`config.mk`:
```
export PLATFORM = sky130hd
export DESIGN_NAME = cbf_bitflip_gen
export DESIGN_NICKNAME = d
export VERILOG_FILES = /design/src/rtl/cbf_pkg.sv /design/src/rtl/cbf_therm_sync.sv /design/src/rtl/cbf_therm_decode.sv /design/src/rtl/cbf_state.sv /design/src/rtl/cbf_bitflip_gen.sv
export SDC_FILE = /design/constraint.sdc
export NUM_CORES = 1
export LEC_CHECK = 0
export ABC_AREA = 1
export CAP_MARGIN = 20
export CORE_UTILIZATION = 33
export DETAILED_ROUTE_END_ITERATION = 16
export DONT_BUFFER_PORTS = 1
export HOLD_SLACK_MARGIN = 0.15
export SLEW_MARGIN = 20
export SYNTH_ARGS = -nofsm -noshare
export SYNTH_HDL_FRONTEND = slang
export SYNTH_SLANG_ARGS = --single-unit
```
`constraint.sdc`:
```
create_clock -name clk -period 2.15 [get_ports clk]
set_input_delay 0.43 -clock clk [delete_from_list [all_inputs] [get_ports clk]]
set_output_delay 0.43 -clock clk [all_outputs]
set_load 0.005 [all_outputs]
```
`src/rtl/cbf_pkg.sv`:
```
package cbf_pkg;

    localparam int DEF_WIDTH       = 4;
    localparam int DEF_SYNC_STAGES = 2;

    typedef enum logic [1:0] {
        UPD_HOLD   = 2'd0,
        UPD_SEED   = 2'd1,
        UPD_FLIP   = 2'd2,
        UPD_REJECT = 2'd3
    } upd_kind_e;

    function automatic int idx_bits(input int width);
        return (width > 1) ? $clog2(width) : 1;
    endfunction

endpackage

```
`src/rtl/cbf_therm_sync.sv`:
```
module cbf_therm_sync #(
    parameter int W      = cbf_pkg::DEF_WIDTH,
    parameter int STAGES = cbf_pkg::DEF_SYNC_STAGES
) (
    input  logic         clk,
    input  logic         rst,
    input  logic [W-1:0] d,
    output logic [W-1:0] q
);
    logic [W-1:0] stg [STAGES];

    always_ff @(posedge clk) begin
        if (rst) begin
            for (int i = 0; i < STAGES; i++) stg[i] <= '0;
        end else begin
            stg[0] <= d;
            for (int i = 1; i < STAGES; i++) stg[i] <= stg[i-1];
        end
    end

    assign q = stg[STAGES-1];
endmodule

```
`src/rtl/cbf_therm_decode.sv`:
```
module cbf_therm_decode #(
    parameter int W  = cbf_pkg::DEF_WIDTH,
    parameter int IW = cbf_pkg::idx_bits(W)
) (
    input  logic [W-1:0]  therm,
    output logic [W-1:0]  mask,
    output logic [IW-1:0] idx,
    output logic          legal
);
    logic [W-1:0] therm_inc;

    // Edge detector between neighbouring comparator outputs.
    for (genvar b = 0; b < W; b++) begin : g_mask
        if (b == W - 1) begin : g_top
            assign mask[b] = therm[b];
        end else begin : g_low
            assign mask[b] = therm[b+1] ^ therm[b];
        end
    end

    // Highest set bit gives the index of a legal code.
    always_comb begin
        idx = '0;
        for (int b = 1; b < W; b++) begin
            if (therm[b]) idx = IW'(b);
        end
    end

    // Legal: bit 0 set and ones contiguous from the LSB.
    assign therm_inc = therm + W'(1);
    assign legal     = therm[0] && ((therm & therm_inc) == '0);
endmodule

```
`src/rtl/cbf_state.sv`:
```
module cbf_state
    import cbf_pkg::*;
#(
    parameter int W  = DEF_WIDTH,
    parameter int IW = idx_bits(W)
) (
    input  logic          clk,
    input  logic          rst,
    input  logic          seed_ld,
    input  logic [W-1:0]  seed_val,
    input  logic          pend,
    input  logic          legal,
    input  logic [W-1:0]  mask_in,
    input  logic [IW-1:0] idx_in,
    output logic [W-1:0]  state_q,
    output logic [IW-1:0] idx_q,
    output logic [W-1:0]  mask_q,
    output logic          valid_q,
    output logic          err_q
);
    upd_kind_e kind;

    always_comb begin
        if (seed_ld)    kind = UPD_SEED;
        else if (!pend) kind = UPD_HOLD;
        else if (legal) kind = UPD_FLIP;
        else            kind = UPD_REJECT;
    end

    always_ff @(posedge clk) begin
        if (rst) begin
            state_q <= '0;
            idx_q   <= '0;
            mask_q  <= '0;
            valid_q <= 1'b0;
            err_q   <= 1'b0;
        end else begin
            valid_q <= 1'b0;
            unique case (kind)
                UPD_SEED: state_q <= seed_val;
                UPD_FLIP: begin
                    state_q <= state_q ^ mask_in;
                    idx_q   <= idx_in;
                    mask_q  <= mask_in;
                    valid_q <= 1'b1;
                end
                UPD_REJECT: err_q <= 1'b1;
                default: ;
            endcase
        end
    end
endmodule

```
`src/rtl/cbf_bitflip_gen.sv`:
```
module cbf_bitflip_gen
    import cbf_pkg::*;
#(
    parameter int N           = DEF_WIDTH,
    parameter int SYNC_STAGES = DEF_SYNC_STAGES,
    localparam int IW         = idx_bits(N)
) (
    input  logic          clk,
    input  logic          rst,
    input  logic          seed_ld,
    input  logic [N-1:0]  seed_val,
    input  logic          strobe,
    input  logic [N-1:0]  therm_in,
    output logic [N-1:0]  state_o,
    output logic [IW-1:0] idx_o,
    output logic [N-1:0]  mask_o,
    output logic          valid_o,
    output logic          err_o
);
    logic [N-1:0]  therm_sync;
    logic [N-1:0]  cap_q;
    logic          pend_q;
    logic [N-1:0]  dec_mask;
    logic [IW-1:0] dec_idx;
    logic          dec_legal;

    cbf_therm_sync #(.W(N), .STAGES(SYNC_STAGES)) sync_i (
        .clk (clk),
        .rst (rst),
        .d   (therm_in),
        .q   (therm_sync)
    );

    // Capture register: holds the code sampled on the strobe cycle.
    always_ff @(posedge clk) begin
        if (rst) begin
            cap_q  <= '0;
            pend_q <= 1'b0;
        end else begin
            pend_q <= strobe;
            if (strobe) cap_q <= therm_sync;
        end
    end

    cbf_therm_decode #(.W(N), .IW(IW)) dec_i (
        .therm (cap_q),
        .mask  (dec_mask),
        .idx   (dec_idx),
        .legal (dec_legal)
    );

    cbf_state #(.W(N), .IW(IW)) st_i (
        .clk      (clk),
        .rst      (rst),
        .seed_ld  (seed_ld),
        .seed_val (seed_val),
        .pend     (pend_q),
        .legal    (dec_legal),
        .mask_in  (dec_mask),
        .idx_in   (dec_idx),
        .state_q  (state_o),
        .idx_q    (idx_o),
        .mask_q   (mask_o),
        .valid_q  (valid_o),
        .err_q    (err_o)
    );
endmodule

```
==> run summary <==
=====================================================================================
Result of the run                                                           completed
TritonCTS clock tree                                                            built
Instance count along the most critical hold path                                    2
Number of enable-type register cells in the synthesized netlist                     0
Syn_nets                                                                          162
Layout cell share with drive strength beyond 1                                  17.2%
Worst setup slack for register-to-register paths                              0.31 ns
Num ports                                                                          24
Number of remaining DRC errors                                                      0
Global-route wire length before repair                                        3350 um
Count of yosys warnings during synthesis                                            0
Average wire per standard cell                                                9.95 um
Setup Fix Bufs, Post-CTS                                                            0
Setup CP Type                                                              reg -> reg
Synth Cell Area                                                             1140 um^2
Layout overhead on the synthesized area                                         4.51%
CP Data Required Time                                                         2.39 ns
Aggregate global-route resource usage                                           12.3%
Worst hold path startpoint                                                therm_in[2]
Final total negative setup slack                                                 0 ns
IO Port Bufs                                                                        0
Horiz. Die Dim                                                                60.7 um
Endpoint of the worst-slack reg-to-reg timing path                       st_i.state_q[2]$_SDFFE_PP0P_
# nets final                                                                      166
P per Cell Area                                                           685 nW/um^2
Setup crit start kind                                                       flip-flop
Total number of vias                                                              808
Average footprint of a synthesized cell                                     8.02 um^2
Floorplan Core Area                                                         3150 um^2
Peak clock frequency supported by timing                                    0.543 GHz
DRC violation total after the first TritonRoute iteration                          36
Non-filler instance count after layout                                            189
CTS root buffer                                                          sky130_fd_sc_hd__clkbuf_4
Via count of the first global-routing pass                                        812
TritonCTS buffer count                                                              3
Sequential fraction of the synthesis area                                       44.0%
Clock-pin slew of the registers on the worst-case setup and hold paths        0.14 ns
Most common cell type on the critical path                               sky130_fd_sc_hd__nor2_1
Synth Register Bits                                                                25
Maximum number of pins on one net before global-route repair                       15
Commonest cells in the synthesized netlist                               sky130_fd_sc_hd__dfxtp_1 (25), sky130_fd_sc_hd__inv_1 (25), sky130_fd_sc_hd__nand2_1 (24)
Final Setup Violations                                                              0
Worst-Skew Late Latency                                                       0.32 ns
Sequence of cells on the critical path                                   inv_2 -> ha_1 -> nor2_1 -> nand3_1 -> a21oi_1 -> ha_1 -> buf_4 -> inv_4 -> nand2_1 -> nand2_1 -> nor2_1 -> nor2_1
Worst reg-to-reg path cell count                                                   12
Post-Layout Inst Area                                                       1190 um^2
Library cell occupying the most area in the post-synthesis netlist       sky130_fd_sc_hd__dfxtp_1
Clock tree buffer depth                                                             2
Area contributors post-synth                                             sky130_fd_sc_hd__dfxtp_1 (44%), sky130_fd_sc_hd__ha_1 (8.8%), sky130_fd_sc_hd__inv_1 (8.2%), sky130_fd_sc_hd__nand2_1 (7.9%), sky130_fd_sc_hd__nor2_1 (7.6%)
Prevailing post-synth register cell                                      sky130_fd_sc_hd__dfxtp_1
R2R Path Start                                                           cap_q[0]$_SDFFE_PP0P_
Hold worst-path end                                                      sync_i.stg[0][2]$_SDFF_PP0_
Number of nets still failing antenna checks after routing                           0
Worst Skew                                                                 0.00937 ns
Remaining global-route overflow                                                     0
RSZ-0062 raised after global routing                                               no
CP max stage delay                                                            0.38 ns
Number of sinks on the clock net                                                   25
Least-Margin Pin Slew                                                        0.362 ns
Placed cell areas                                                           1150 um^2
Area of the die                                                             3690 um^2
Placement Rows                                                                     20
CP endpoint kind                                                            flip-flop
Count of TritonRoute iterations in the first routing pass                           4
Synthesized instance count                                                        142
Maximum level of the CTS H-tree                                                     1
Number of different library cells in the post-synthesis netlist                    17
Peak VDD IR                                                                0.000317 V
Initial antenna violation count                                                     0
Area share of the leading cell type in the synthesized netlist                  44.0%
Final Hold Fails                                                                    0
Final weighted congestion of routability-driven global placement                0.757
Peak fanout along the critical path                                                14
Period minus WS final                                                         1.84 ns
Period Utilization, post-route                                                  85.6%
Total inserted antenna cells                                                        0
Vias per Instance                                                                4.28
Arrival time at the worst endpoint                                            2.08 ns
Worst min-delay path class                                                  in -> reg
Number of max-slew violations in the final report                                   0
LEAKAGE                                                                      0.570 nW
Routed wire length                                                            1880 um
Effective utilization at floorplan                                              36.1%
Die Height                                                                    60.7 um
Detail Placement HPWL                                                         1420 um
Asr flop ratio synth                                                               0%
Relative slew slack                                                             75.8%
Max-cap violations                                                                  0
Post-Place Cells                                                                  184
Slowest CP cell                                                          sky130_fd_sc_hd__dfxtp_1
=====================================================================================
-- layout by cell type (no fill, tap or decap), drive strengths merged --
| cell | count |
|---|---|
| inv | 30 |
| dfxtp | 25 |
| nand2 | 25 |
| nor2 | 23 |
| a21oi | 13 |
| o21ai | 10 |
| ha | 8 |
| nand3 | 4 |
| clkbuf | 3 |
| buf | 2 |
| clkinv | 1 |
| dlygate4sd3 | 1 |
-- layer usage --
layer	up-vias	wire length (um)	global-route usage, %
met5	-	0	0
met4	0	0	2.92
met3	0	147	5.12
met2	24	852	22.0
met1	351	880	13.7
li1	433	-	-
-- power breakdown --
part | switching (mW) | leakage (nW) | total, mW | internal (mW)
Sequential | 0.0190 | 0.206 | 0.508 | 0.489
Clock | 0.142 | 0.0177 | 0.211 | 0.0698
Combinational | 0.0599 | 0.347 | 0.0963 | 0.0364
Total | 0.221 | 0.570 | 0.815 | 0.595
-- cell families (layout without fill, tap and decap cells) --
family	after synthesis	count (layout)	share of synthesized area (%)
and+or+nand+nor	52	52	17.8
buffers and inverters	34	37	15.1
AOI/OAI and AO/OA	23	23	14.4
adders and majority gates	8	8	8.79
DFF	25	25	44.0
-- registers in the layout, summed over array words and instances (netlist names) --
signal        flops
st_i.state_q      4
st_i.idx_q        2
st_i.mask_q       4
sync_i.stg        8
st_i.err_q        1
pend_q            1
st_i.valid_q      1
cap_q             4
-- worst max-delay path, delay by kind of cell, from the launching register on --
family / cells / cell delay, ns
and+or+nand+nor: 6 / 0.45
DFF: 1 / 0.38
buffers and inverters: 3 / 0.34
adders and majority gates: 2 / 0.37
AOI/OAI and AO/OA: 1 / 0.23
-- stage by stage --
stage | setup slack (ns) | hold WS [ns] | total power, mW | util [%]
after floorplan | 0.558 | 0.388 | 0.600 | -
after global placement | 0.401 | 0.391 | 0.609 | 36.5
after detailed placement | 0.317 | 0.397 | 0.612 | 36.5
after CTS | 0.293 | 0.180 | 0.831 | 37.7
after global routing | 0.0387 | 0.175 | 0.865 | 37.7
final | 0.310 | 0.196 | 0.815 | 37.7
-- worst max path at each step --
stage | start | end | depth (start not counted)
after floorplan | cap_q[0]$_SDFFE_PP0P_ | st_i.state_q[2]$_SDFFE_PP0P_ | 12
after global placement | cap_q[0]$_SDFFE_PP0P_ | st_i.state_q[2]$_SDFFE_PP0P_ | 12
after detailed placement | cap_q[0]$_SDFFE_PP0P_ | st_i.state_q[2]$_SDFFE_PP0P_ | 12
after CTS | cap_q[0]$_SDFFE_PP0P_ | st_i.mask_q[0]$_SDFFE_PP0N_ | 10
after global routing | cap_q[1]$_SDFFE_PP0P_ | st_i.state_q[2]$_SDFFE_PP0P_ | 12
final | cap_q[0]$_SDFFE_PP0P_ | st_i.state_q[2]$_SDFFE_PP0P_ | 12
-- layout make-up --
| cell class | instances | area [um^2] |
|---|---|---|
| clock buffer | 3 | 22.5 |
| fill | 345 | 1960 |
| timing repair buffer | 3 | 25.0 |
| clock inverter | 1 | 5.00 |
| tap | 44 | 55.1 |
| inverter | 30 | 115 |
| multi-input combinational | 83 | 467 |
| sequential | 25 | 500 |
-- repair_timing --
item / in CTS / in global routing
gates resized for setup: 0 / 0
endpoints found under the hold margin: 11 / 0
endpoints found under the setup margin: 0 / 0
hold buffers: 1 / 0
Power figures use the tool's default switching activity.
